[config.mk]
export PLATFORM = sky130hd
export DESIGN_NAME = dm_limit_timer
export DESIGN_NICKNAME = d
export VERILOG_FILES = /design/src/rtl/dmt_pkg.sv /design/src/rtl/dmt_regdec.sv /design/src/rtl/dmt_counter.sv /design/src/rtl/dmt_readmux.sv /design/src/rtl/dm_limit_timer.sv
export SDC_FILE = /design/constraint.sdc
export NUM_CORES = 1
export LEC_CHECK = 0
export CELL_PAD_IN_SITES_DETAIL_PLACEMENT = 2
export CELL_PAD_IN_SITES_GLOBAL_PLACEMENT = 2
export CORE_MARGIN = 2
export CORE_UTILIZATION = 30
export CTS_CLUSTER_DIAMETER = 50
export DETAILED_ROUTE_END_ITERATION = 8
export PLACE_DENSITY = 0.69
export SYNTH_ARGS = -nofsm -noshare
export SYNTH_HDL_FRONTEND = slang
export SYNTH_HIERARCHICAL = 1
export SYNTH_SLANG_ARGS = --single-unit
[constraint.sdc]
create_clock -name clk -period 5.8 [get_ports clk]
set_input_delay 1.74 -clock clk [delete_from_list [all_inputs] [get_ports clk]]
set_output_delay 1.74 -clock clk [all_outputs]
set_load 0.03 [all_outputs]
[src/rtl/dmt_pkg.sv]
package dmt_pkg;
  // Word offsets decoded by the register port
  localparam logic [2:0] OFS_LIMIT  = 3'd0;
  localparam logic [2:0] OFS_COUNT  = 3'd1;
  localparam logic [2:0] OFS_LKEEP  = 3'd2;
  localparam logic [2:0] OFS_RUNCTL = 3'd3;

  typedef struct packed {
    logic lim_load_rst;   // limit mode: load limit, clear count
    logic lim_load_keep;  // limit mode: load limit, keep count
    logic usr_clear;      // user mode: clear count, full limit
    logic run_write;      // user mode: start/stop
    logic ack_irq;        // limit mode: limit read acknowledges
  } dmt_cmd_t;
endpackage

[src/rtl/dmt_regdec.sv]
module dmt_regdec
  import dmt_pkg::*;
#(
  parameter int ADDR_W = 3
) (
  input  logic              wr_en,
  input  logic              rd_en,
  input  logic [ADDR_W-1:0] addr,
  input  logic              mode_user,
  output dmt_cmd_t          cmd
);
  always_comb begin
    cmd               = '0;
    cmd.lim_load_rst  = wr_en && (addr == OFS_LIMIT) && !mode_user;
    cmd.lim_load_keep = wr_en && (addr == OFS_LKEEP) && !mode_user;
    cmd.usr_clear     = wr_en && ((addr == OFS_LIMIT) || (addr == OFS_COUNT)) && mode_user;
    cmd.run_write     = wr_en && (addr == OFS_RUNCTL) && mode_user;
    cmd.ack_irq       = rd_en && (addr == OFS_LIMIT) && !mode_user;
  end
endmodule

[src/rtl/dmt_counter.sv]
module dmt_counter
  import dmt_pkg::*;
#(
  parameter int LIM_W  = 22,
  parameter int UNIT_W = 55
) (
  input  logic              clk,
  input  logic              rst,
  input  logic              tick_en,
  input  logic              user_mode,
  input  dmt_cmd_t          cmd,
  input  logic [LIM_W-1:0]  lim_field,
  input  logic              run_bit,
  output logic [UNIT_W-1:0] cnt_q,
  output logic [UNIT_W-1:0] lim_q,
  output logic              running_q,
  output logic              reached_q,
  output logic              irq_q,
  output logic              mode_q
);
  localparam logic [UNIT_W-1:0] LIM_MAX_LM = {{(UNIT_W-LIM_W){1'b0}}, {LIM_W{1'b1}}};
  localparam logic [UNIT_W-1:0] LIM_MAX_US = {1'b0, {(UNIT_W-1){1'b1}}};

  logic              mode_chg;
  logic              at_lim;
  logic              step;
  logic              hit;
  logic [UNIT_W-1:0] cnt_inc;
  logic [UNIT_W-1:0] lim_new;

  assign mode_chg = (user_mode != mode_q);
  assign at_lim   = (cnt_q >= lim_q);
  assign step     = running_q && tick_en;
  assign cnt_inc  = cnt_q + 1'b1;
  assign lim_new  = (lim_field == '0) ? LIM_MAX_LM : {{(UNIT_W-LIM_W){1'b0}}, lim_field};
  assign hit      = step && !at_lim && (cnt_inc == lim_q) && !mode_q && !cmd.lim_load_rst;

  always_ff @(posedge clk) begin
    if (rst || mode_chg) begin
      mode_q    <= user_mode;
      cnt_q     <= '0;
      lim_q     <= user_mode ? LIM_MAX_US : LIM_MAX_LM;
      running_q <= 1'b1;
      reached_q <= 1'b0;
      irq_q     <= 1'b0;
    end else begin
      if (cmd.lim_load_rst || cmd.usr_clear)
        cnt_q <= '0;
      else if (step)
        cnt_q <= at_lim ? '0 : cnt_inc;

      if (cmd.lim_load_rst || cmd.lim_load_keep)
        lim_q <= lim_new;
      else if (cmd.usr_clear)
        lim_q <= LIM_MAX_US;

      if (cmd.run_write)
        running_q <= run_bit;

      if (hit) begin
        reached_q <= 1'b1;
        irq_q     <= 1'b1;
      end else if (cmd.ack_irq || cmd.lim_load_rst || cmd.usr_clear) begin
        reached_q <= 1'b0;
        irq_q     <= 1'b0;
      end
    end
  end
endmodule

[src/rtl/dmt_readmux.sv]
module dmt_readmux
  import dmt_pkg::*;
#(
  parameter int DATA_W = 32,
  parameter int ADDR_W = 3,
  parameter int FRAC_W = 9,
  parameter int LIM_W  = 22,
  parameter int UNIT_W = 55
) (
  input  logic              clk,
  input  logic              rst,
  input  logic              rd_en,
  input  logic [ADDR_W-1:0] addr,
  input  logic              mode_user,
  input  logic [UNIT_W-1:0] cnt_q,
  input  logic [UNIT_W-1:0] lim_q,
  input  logic              running_q,
  input  logic              reached_q,
  output logic [DATA_W-1:0] rdata
);
  localparam int CNT_W = UNIT_W + FRAC_W;

  logic [CNT_W-1:0]  full;
  logic [DATA_W-1:0] sel;

  assign full = {cnt_q, {FRAC_W{1'b0}}};

  always_comb begin
    sel = '0;
    case (addr)
      OFS_LIMIT:
        sel = mode_user ? full[CNT_W-1 -: DATA_W]
                        : {1'b0, lim_q[LIM_W-1:0], {FRAC_W{1'b0}}};
      OFS_COUNT:
        sel = mode_user ? full[DATA_W-1:0]
                        : {reached_q, full[FRAC_W +: LIM_W], {FRAC_W{1'b0}}};
      OFS_RUNCTL:
        sel = {{(DATA_W-1){1'b0}}, running_q};
      default:
        sel = '0;
    endcase
  end

  always_ff @(posedge clk) begin
    if (rst)
      rdata <= '0;
    else if (rd_en)
      rdata <= sel;
  end
endmodule

[src/rtl/dm_limit_timer.sv]
module dm_limit_timer
  import dmt_pkg::*;
#(
  parameter int DATA_W = 32,
  parameter int ADDR_W = 3,
  parameter int FRAC_W = 9,
  parameter int CNT_W  = 64
) (
  input  logic              clk,
  input  logic              rst,
  input  logic              tick_en,
  input  logic              user_mode,
  input  logic              wr_en,
  input  logic              rd_en,
  input  logic [ADDR_W-1:0] addr,
  input  logic [DATA_W-1:0] wdata,
  output logic [DATA_W-1:0] rdata,
  output logic              irq
);
  localparam int LIM_W  = DATA_W - 1 - FRAC_W;
  localparam int UNIT_W = CNT_W - FRAC_W;

  dmt_cmd_t          cmd;
  logic [UNIT_W-1:0] cnt_q;
  logic [UNIT_W-1:0] lim_q;
  logic              running_q;
  logic              reached_q;
  logic              mode_q;

  dmt_regdec #(.ADDR_W(ADDR_W)) i_dec (
    .wr_en(wr_en), .rd_en(rd_en), .addr(addr), .mode_user(mode_q), .cmd(cmd)
  );

  dmt_counter #(.LIM_W(LIM_W), .UNIT_W(UNIT_W)) i_cnt (
    .clk(clk), .rst(rst), .tick_en(tick_en), .user_mode(user_mode), .cmd(cmd),
    .lim_field(wdata[FRAC_W +: LIM_W]), .run_bit(wdata[0]),
    .cnt_q(cnt_q), .lim_q(lim_q), .running_q(running_q), .reached_q(reached_q),
    .irq_q(irq), .mode_q(mode_q)
  );

  dmt_readmux #(.DATA_W(DATA_W), .ADDR_W(ADDR_W), .FRAC_W(FRAC_W),
                .LIM_W(LIM_W), .UNIT_W(UNIT_W)) i_rd (
    .clk(clk), .rst(rst), .rd_en(rd_en), .addr(addr), .mode_user(mode_q),
    .cnt_q(cnt_q), .lim_q(lim_q), .running_q(running_q), .reached_q(reached_q),
    .rdata(rdata)
  );
endmodule

==> results of run 1 <==
## per-layer routing
layer,wire length (microns),vias up,track usage
li1,-,3800,-
met1,14600,4189,0.289
met2,17000,159,0.422
met3,1240,49,0.0349
met4,1080,0,0.0899
met5,0,-,0
## layout by cell type, fill, tap and decap left out, types with 24 or more instances in the layout
cell type        count
edfxtp_1            24
nand2_1             69
or2_2               24
nand3_1             34
nand4_1             35
mux2_2              26
ha_1                55
inv_1               33
clkdlybuf4s50_1     64
dfxtp_1             89
xnor2_1             39
nor2_1              70
a21oi_1             85
o21ai_0             56
## power groups by stage
stage          clock network [uW]  registers [uW]  logic, uW
2_1_floorplan                   0             834        123
3_3_place_gp                    0             833        205
3_5_place_dp                    0             833        213
4_1_cts                      1090             815        215
5_1_grt                      1120             816        234
6_report                     1070             815        214
## worst paths after layout
path	start	end	depth (start not counted)
max reg2reg	i_cnt/lim_q[52]$_DFFE_PP_	i_cnt/cnt_q[25]$_SDFFE_PP0P_	12
min reg2reg	i_rd/rdata[17]$_SDFFE_PP0P_	i_rd/rdata[17]$_SDFFE_PP0P_	2
min	i_rd/rdata[17]$_SDFFE_PP0P_	i_rd/rdata[17]$_SDFFE_PP0P_	2
max	tick_en	i_cnt/cnt_q[6]$_SDFFE_PP0P_	9
## worst register-to-register path, stage by stage (launching register included)
cell and delay (ps):
edfxtp_1 380, inv_1 800, buf_4 340, ha_1 160, nand4_1 120, or4_1 600, or4_1 490, o221ai_1 190
or3_2 180, buf_12 340, o21ai_0 210, a21oi_1 210, nor2_1 50
## through the flow
| stage | worst slack, ps | hold slack (ps) |
|---|---|---|
| floorplan | 1860 | 477 |
| global placement | 1080 | 438 |
| detailed placement | 1080 | 450 |
| CTS | 1520 | 460 |
| global route | 1290 | 483 |
| finish | 1540 | 453 |
## final cells by class
class / instances / area (sq um) / area share
multi-input combinational: 801 / 5410 / 0.550
sequential: 113 / 2500 / 0.255
timing repair buffer: 75 / 736 / 0.0749
tap: 372 / 465 / 0.0474
clock buffer: 18 / 450 / 0.0459
clock inverter: 14 / 131 / 0.0134
inverter: 34 / 128 / 0.0130
antenna: 1 / 2.50 / 0.000255
## sequential cells by signal, indices dropped and copies added, names as in the netlist
signal           cells
i_cnt/running_q      1
i_cnt/lim_q         23
i_cnt/irq_q          1
i_cnt/cnt_q         55
i_cnt/mode_q         1
i_rd/rdata          32
==> flow_summary.yaml, run 1 <==
synth:
  avgSynthCellArea_sq_um: 8.18
  netlist_instances: 1018
  syn_nets: 1114
  netlist_area_sq_um: 8320
  synth_warnings: 6
placement:
  dp.cells: 1395
  gp_congestion: 0.831
  dp_hpwl_mm: 25.0
  placed_cell_area_sq_um: 9240
  portBuffers: 64
power_and_ir_drop:
  power_uw: 2100
  power_frac_comb: 0.102
  pwr-share-seq: 0.388
  p_clk_frac: 0.510
  powerDensity_nw_per_um2: 214
  vdd_drop_max_uv: 148
  power.internal_uw: 1480
  swShare: 0.294
  p_sw_uw: 619
  p_leak_uw: 0.00349
timing:
  fmax_mhz: 235
  fin_tns_setup_ps: 0
  period_share: 0.734
  period_needed_ps: 4260
  relSlewSlack: 0.210
  max_slew.worst_pin.slew_ps: 1180
  drv_slew: 0
  hold_viol: 0
  rsz0062_at_grt: "false"
  skew_ps: 9.47
  setup_viol: 0
detailed_routing:
  drcViolationCount: 0
  vias: 8197
  drt_iter0_drc: 463
  postRouteAntennaNets: 0
  viasPerCell: 5.74
  firstDrtPassIters: 5
  routed_wl_mm: 34.0
  wl_per_cell_microns: 23.8
clock_tree:
  cts_resized: 0
  clkSlewWorstSetupHoldPaths_ps: 70
  numCtsBuffers: 17
  ctsHtreeMaxLevel: 4
  cts.sinks: 113
  clk_latency_ps: 430
  postCtsHoldBufs: 0
  cts_setup_buffers: 0
  cts_tree: "built"
  clockBufferDepth: 2
  clockRootBuffer: "clkbuf_16"
final_layout:
  fin_cells: 1428
  post-route-cell-area_sq_um: 9820
  area_growth_pct: 18.0
  nets: 1138
  layout-drive-gt1-share: 0.116
  fill_cells: 3071
  post-route-util: 0.362
global_routing:
  grt_pass1_wl_mm: 51.9
  grt_overflow: 0
  grt_max_degree: 96
  grt_pass1_vias: 8668
  antenna_found_initial: 1
  track_usage: 0.237
setup_path:
  critical_path_class: "in -> reg"
  crit_required_ps: 6150
  cp_slowest_cell: "clkdlybuf4s50_1"
  max_stage_delay_ps: 610
  crit_family: "simple AND/OR/NAND/NOR gates"
  rrSetupSlack_ps: 1590
  cp.buffers_inverters: 3
  cp_max_fo: 95
  critPathLaunchType: "primary input"
  cp_data_arrival_time_ps: 4610
  end_kind: "flip-flop"
  crit_chain: "clkdlybuf4s50_1 > nand2_1 > a2111oi_0 > buf_4 > o311ai_0 > or3_2 > buf_12 > or4_1 > a21oi_1"
floorplanning:
  core_region_area_sq_um: 27100
  num_io_pins: 74
  initial_core_util: 0.307
  rows: 60
  die-width_microns: 171
  die_y_microns: 171
  dieArea_sq_um: 29100
worst_hold_path:
  hold_path.class: "reg -> reg"
outcome:
  status: "finished clean"
run:
  maxCapViolCount: 0
No activity file was read; power rests on OpenSTA's default activity.
==> inputs of run 2 (changes only) <==
- PLACE_DENSITY: 0.69 -> 0.72
- clock period: 5.8 -> 3.52 ns (I/O delays scaled with it)
==> run 2 against run 1 <==
The run now ends with negative setup slack left. Design area rose by 15%. Register-to-register slack got worse by 1800 ps. Global-route usage rose by 2.9 points. Largest cell class unchanged. Largest power group unchanged.
==> flow_summary.yaml, run 2 (synthesis results as in run 1) <==
clock_tree:
  clkSlewWorstSetupHoldPaths_ps: 60
  clockRootBuffer: "clkbuf_16"
  postCtsHoldBufs: 0
  cts.sinks: 113
  numCtsBuffers: 17
  cts_tree: "built"
  ctsHtreeMaxLevel: 4
  clockBufferDepth: 2
  clk_latency_ps: 450
detailed_routing:
  drt_iter0_drc: 584
  routed_wl_mm: 39.0
  postRouteAntennaNets: 0
  wl_per_cell_microns: 25.2
  vias: 8851
  viasPerCell: 5.71
  firstDrtPassIters: 5
  drcViolationCount: 0
final_layout:
  multiInputGateArea_sq_um: 5740
  nets: 1261
  largest_register: "i_cnt/cnt_q"
  mostFrequentLayoutCells: "buf_4 (113), dfxtp_1 (87), a21oi_1 (77)"
  layout_commonest_cell: "buf_4"
  regArea_sq_um: 2500
  area_growth_pct: 35.6
  layout-drive-gt1-share: 0.245
  insertedDiodeCount: 0
  fill_cells: 2976
  reg_top3: "i_cnt/cnt_q (55), i_rd/rdata (32), i_cnt/lim_q (23)"
  post-route-util: 0.416
  largest_register_ffs: 55
setup_path:
  r2r_cells: 16
  rrSetupSlack_ps: -240
  cp-startpoint: "i_cnt/lim_q[52]$_DFFE_PP_"
  crit_family: "simple AND/OR/NAND/NOR gates"
  cpMostUsedCell: "buf_12"
  r2r-end: "i_cnt/cnt_q[12]$_SDFFE_PP0P_"
  cp.buffers_inverters: 6
  end_kind: "flip-flop"
  crit_chain: "clkinvlp_4 > buf_6 > clkbuf_16 > ha_1 > nand4_1 > nor3b_2 > o211ai_1 > or4_4 > o221ai_4 > or3_4 > buf_12 > buf_12 > buf_8 > nor2b_1 > o21ai_1 > a21oi_1"
  cp_max_fo: 8
  cp_data_arrival_time_ps: 4060
  crit_required_ps: 3820
  critical_path_class: "reg -> reg"
  critPathLaunchType: "flip-flop"
  reg2reg_from: "i_cnt/lim_q[52]$_DFFE_PP_"
  cp_slowest_cell: "or4_4"
  max_stage_delay_ps: 470
timing:
  fin_tns_setup_ps: -5310
  period_needed_ps: 3760
  holdWs_ps: 452
  hold_viol: 0
  skew_ps: 23.4
  max_slew.worst_pin.slew_ps: 689
  fmax_mhz: 266
  fin_ws_ps: -242
  period_share: 1.07
  rsz0062_at_grt: "true"
  drv_slew: 0
  relSlewSlack: 0.541
  setup_viol: 51
power_and_ir_drop:
  p_sw_uw: 1040
  powerDensity_nw_per_um2: 317
  p_leak_uw: 0.00416
  power.internal_uw: 2540
  power_frac_comb: 0.140
  pwr-share-seq: 0.377
  p_clk_frac: 0.483
  swShare: 0.290
  vdd_drop_max_uv: 205
global_routing:
  grt_pass1_vias: 9451
  met2_usage: 0.469
  grt_max_degree: 38
  met1_usage: 0.323
  track_usage: 0.266
  busiest_layer: "met2"
  grt_overflow: 0
  grt_pass1_wl_mm: 57.9
  antenna_found_initial: 2
  grt_use_met3: 0.0449
placement:
  pre_cts_ws_ps: -323
  portBuffers: 64
  gp_congestion: 0.928
  dp_hpwl_mm: 27.7
worst_hold_path:
  min_path_cells: 2
  hold_path.class: "reg -> reg"
  worstHoldEndpoint: "i_rd/rdata[10]$_SDFFE_PP0P_"
  hold_path_startpoint: "i_rd/rdata[10]$_SDFFE_PP0P_"
floorplanning:
  die_y_microns: 171
  die-width_microns: 171
  rows: 60
  core_region_area_sq_um: 27100
  initial_core_util: 0.307
  dieArea_sq_um: 29100
  num_io_pins: 74
outcome:
  violations: "negative setup slack"
  status: "finished with violations"
run:
  maxCapViolCount: 0
## run 2: cell types whose count changed in the layout (fill, tap and decap cells not counted), sizes merged
cell	delta
buf	+121
inv	-7
clkinvlp	+4
clkbuf	+2
clkinv	+2
bufinv	+1
diode	-1
## run 2: worst register-to-register path, cell delays in order (launching register included)
cell and delay, ps:
edfxtp_1 440, clkinvlp_4 150, buf_6 160, clkbuf_16 170, ha_1 320, nand4_1 230
nor3b_2 360, o211ai_1 230, or4_4 470, o221ai_4 170, or3_4 180, buf_12 120
buf_12 130, buf_8 120, nor2b_1 50, o21ai_1 200, a21oi_1 120
## run 2: final cells by class
class,count,share of cell area
multi-input combinational,801,0.509
timing repair buffer,198,0.166
clock inverter,14,0.0116
tap,372,0.0413
sequential,113,0.222
inverter,34,0.0116
clock buffer,18,0.0380
## run 2: how the worst max path moves through the flow
| stage | endpoint | cells after the start |
|---|---|---|
| after floorplan | i_cnt/cnt_q[25]$_SDFFE_PP0P_ | 14 |
| after global placement | i_cnt/cnt_q[38]$_SDFFE_PP0P_ | 9 |
| after detailed placement | i_cnt/cnt_q[17]$_SDFFE_PP0P_ | 12 |
| after CTS | i_cnt/cnt_q[24]$_SDFFE_PP0P_ | 14 |
| after global routing | i_cnt/cnt_q[6]$_SDFFE_PP0P_ | 15 |
| final | i_cnt/cnt_q[12]$_SDFFE_PP0P_ | 16 |
## run 2: power by group through the flow
stage / Combinational [uW] / Clock (uW) / Sequential, uW
floorplan: 230 / 0 / 1370
global placement: 403 / 0 / 1380
detailed placement: 417 / 0 / 1380
CTS: 449 / 1750 / 1350
global route: 533 / 1820 / 1350
finish: 502 / 1730 / 1350
## run 2: timing repair
item	CTS	global route
resized for setup	16	32
cloned	1	2
setup buffers	3	9
setup endpoints to repair	21	56
pin swaps	10	5
## run 2: per-stage QoR
stage / std cells / total power [uW] / cell area [sq um]
6_report: 1550 / 3580 / 11300
5_1_grt: 1550 / 3700 / 11300
4_1_cts: 1539 / 3550 / 11000
3_5_place_dp: 1504 / 1790 / 10300
3_3_place_gp: 1504 / 1780 / 10300
2_1_floorplan: 1018 / 1600 / 8600
## run 2: routing by layer
metal / vias to the layer above / routed length [microns]
met5: - / 0
met4: 0 / 1540
met3: 82 / 1670
met2: 240 / 19300
met1: 4470 / 16500
li1: 4059 / -
==> inputs of run 3 (changes only) <==
- GPL_ROUTABILITY_DRIVEN: default -> 0
- GPL_TIMING_DRIVEN: default -> 0
==> run 3 against run 2 <==
The run still ends with negative setup slack left. Global-route usage rose by 0.67 points. Maximum frequency fell by 4.5%. Sequential power barely moved. Non-clock buffer count fell by 26. Worst hold slack improved by 3.9 ps. Largest power group unchanged. Clock power rose by 3%.
==> flow_summary.yaml, run 3 (synthesis results as in run 1) <==
floorplanning:
  rows: 60
  dieArea_sq_um: 29100
  core_region_area_sq_um: 27100
  initial_core_util: 0.307
  die_y_microns: 171
  die-width_microns: 171
  num_io_pins: 74
setup_path:
  rrSetupSlack_ps: -420
  critical_path_class: "reg -> reg"
  end_kind: "flip-flop"
  cp_data_arrival_time_ps: 4250
  crit_required_ps: 3820
  cp_max_fo: 6
  critPathLaunchType: "flip-flop"
power_and_ir_drop:
  vdd_drop_max_uv: 263
  p_leak_uw: 0.00404
  pwr-share-seq: 0.364
  p_clk_frac: 0.483
  power.internal_uw: 2630
  power_uw: 3710
  p_sw_uw: 1090
  powerDensity_nw_per_um2: 323
  power_frac_comb: 0.153
  swShare: 0.292
detailed_routing:
  firstDrtPassIters: 5
  wl_per_cell_microns: 27.1
  postRouteAntennaNets: 0
  drcViolationCount: 0
  vias: 8914
  routed_wl_mm: 41.4
  drt_iter0_drc: 638
  viasPerCell: 5.84
worst_hold_path:
  hold_path.class: "reg -> reg"
placement:
  dp_hpwl_mm: 29.0
  placed_cell_area_sq_um: 9710
  portBuffers: 64
final_layout:
  area_growth_pct: 38.0
  largest_register: "i_cnt/cnt_q"
  mostFrequentLayoutCells: "dfxtp_1 (88), nand2_1 (69), clkdlybuf4s50_1 (64)"
  largest_register_ffs: 55
  layout_commonest_cell: "dfxtp_1"
  nets: 1236
  reg_top3: "i_cnt/cnt_q (55), i_rd/rdata (32), i_cnt/lim_q (23)"
  post-route-cell-area_sq_um: 11500
  fill_cells: 2968
  layout-drive-gt1-share: 0.245
  post-route-util: 0.424
timing:
  drv_slew: 0
  skew_ps: 16.1
  hold_viol: 0
  max_slew.worst_pin.slew_ps: 961
  fmax_mhz: 254
  period_share: 1.12
  rsz0062_at_grt: "true"
  holdWs_ps: 456
  period_needed_ps: 3940
  setup_viol: 56
  fin_ws_ps: -421
  relSlewSlack: 0.359
  fin_tns_setup_ps: -16340
clock_tree:
  numCtsBuffers: 17
  clockRootBuffer: "clkbuf_16"
  clockBufferDepth: 2
  postCtsHoldBufs: 0
  cts_tree: "built"
  cts.sinks: 113
  ctsHtreeMaxLevel: 4
  clk_latency_ps: 440
  clkSlewWorstSetupHoldPaths_ps: 60
global_routing:
  track_usage: 0.273
  grt_pass1_vias: 9228
  antenna_found_initial: 5
  grt_pass1_wl_mm: 58.1
  grt_max_degree: 24
  grt_overflow: 0
outcome:
  violations: "negative setup slack"
  status: "finished with violations"
run:
  maxCapViolCount: 0
[run 3: cell count changes in the layout (fill, tap and decap cells not counted), moves of 7 or more]
| cell | change |
|---|---|
| or3_1 | -7 |
| buf_2 | +15 |
| a21oi_2 | +17 |
| or3_4 | +8 |
| clkbuf_1 | +35 |
| a21oi_1 | -19 |
| buf_4 | -93 |
| nor2_1 | -8 |
[run 3: area by class of cell]
| class | instances | area (sq um) | share of cell area |
|---|---|---|---|
| multi-input cells | 801 | 6150 | 0.536 |
| flip-flops and latches | 113 | 2500 | 0.218 |
| repair buffers | 107 | 1200 | 0.104 |
| well taps | 372 | 465 | 0.0405 |
| plain buffers | 65 | 440 | 0.0383 |
| clock buffers | 17 | 425 | 0.0370 |
| clock inverters | 15 | 159 | 0.0138 |
| inverters | 34 | 131 | 0.0114 |
| repair inverters | 1 | 7.51 | 0.000653 |
| diodes | 2 | 5.00 | 0.000436 |
[run 3: repair_timing]
action / in CTS / in global routing
resized for setup: 44 / 122
pin swaps: 9 / 64
setup buffers: 17 / 23
cloned: 5 / 4
endpoints found under the setup margin: 101 / 57
[run 3: worst paths after layout]
kind,start,end,cells after the start
worst min-delay path,i_rd/rdata[27]$_SDFFE_PP0P_,i_rd/rdata[27]$_SDFFE_PP0P_,2
worst max-delay path,i_cnt/lim_q[52]$_DFFE_PP_,i_cnt/cnt_q[25]$_SDFFE_PP0P_,15
worst max register to register,i_cnt/lim_q[52]$_DFFE_PP_,i_cnt/cnt_q[25]$_SDFFE_PP0P_,15
worst min register to register,i_rd/rdata[27]$_SDFFE_PP0P_,i_rd/rdata[27]$_SDFFE_PP0P_,2
[run 3: routing by layer]
layer | part of all wire | track usage | up-vias | wire, microns
met5 | 0 | 0 | - | 0
met4 | 0.039 | 0.128 | 0 | 1630
met3 | 0.041 | 0.0483 | 85 | 1700
met2 | 0.49 | 0.456 | 259 | 20300
met1 | 0.43 | 0.341 | 4552 | 17800
li1 | - | - | 4018 | -
[run 3: metrics by stage]
step	setup slack, ps	std cells
finish	-421	1527
global route	-487	1526
CTS	-354	1507
detailed placement	-2040	1454
global placement	-2020	1454
floorplan	-246	1018
[run 3: power by group through the flow]
stage          Clock [uW]  Sequential (uW)  Combinational, uW
2_1_floorplan           0             1370                230
3_3_place_gp            0             1380                395
3_5_place_dp            0             1380                406
4_1_cts              1810             1350                497
5_1_grt              1870             1350                599
6_report             1790             1350                568
[run 3: critical path: stages, from the launching register on]
cell        delay (ps)
edfxtp_1           490
buf_8              160
buf_6              110
clkinvlp_4         180
clkbuf_16          230
ha_4               260
nand4_1            150
or4_4              560
or4_4              450
o221ai_4           210
or3_4              210
clkbuf_16          170
clkbuf_16          160
o21ai_0            160
a21oi_1            230
nor2_1              60
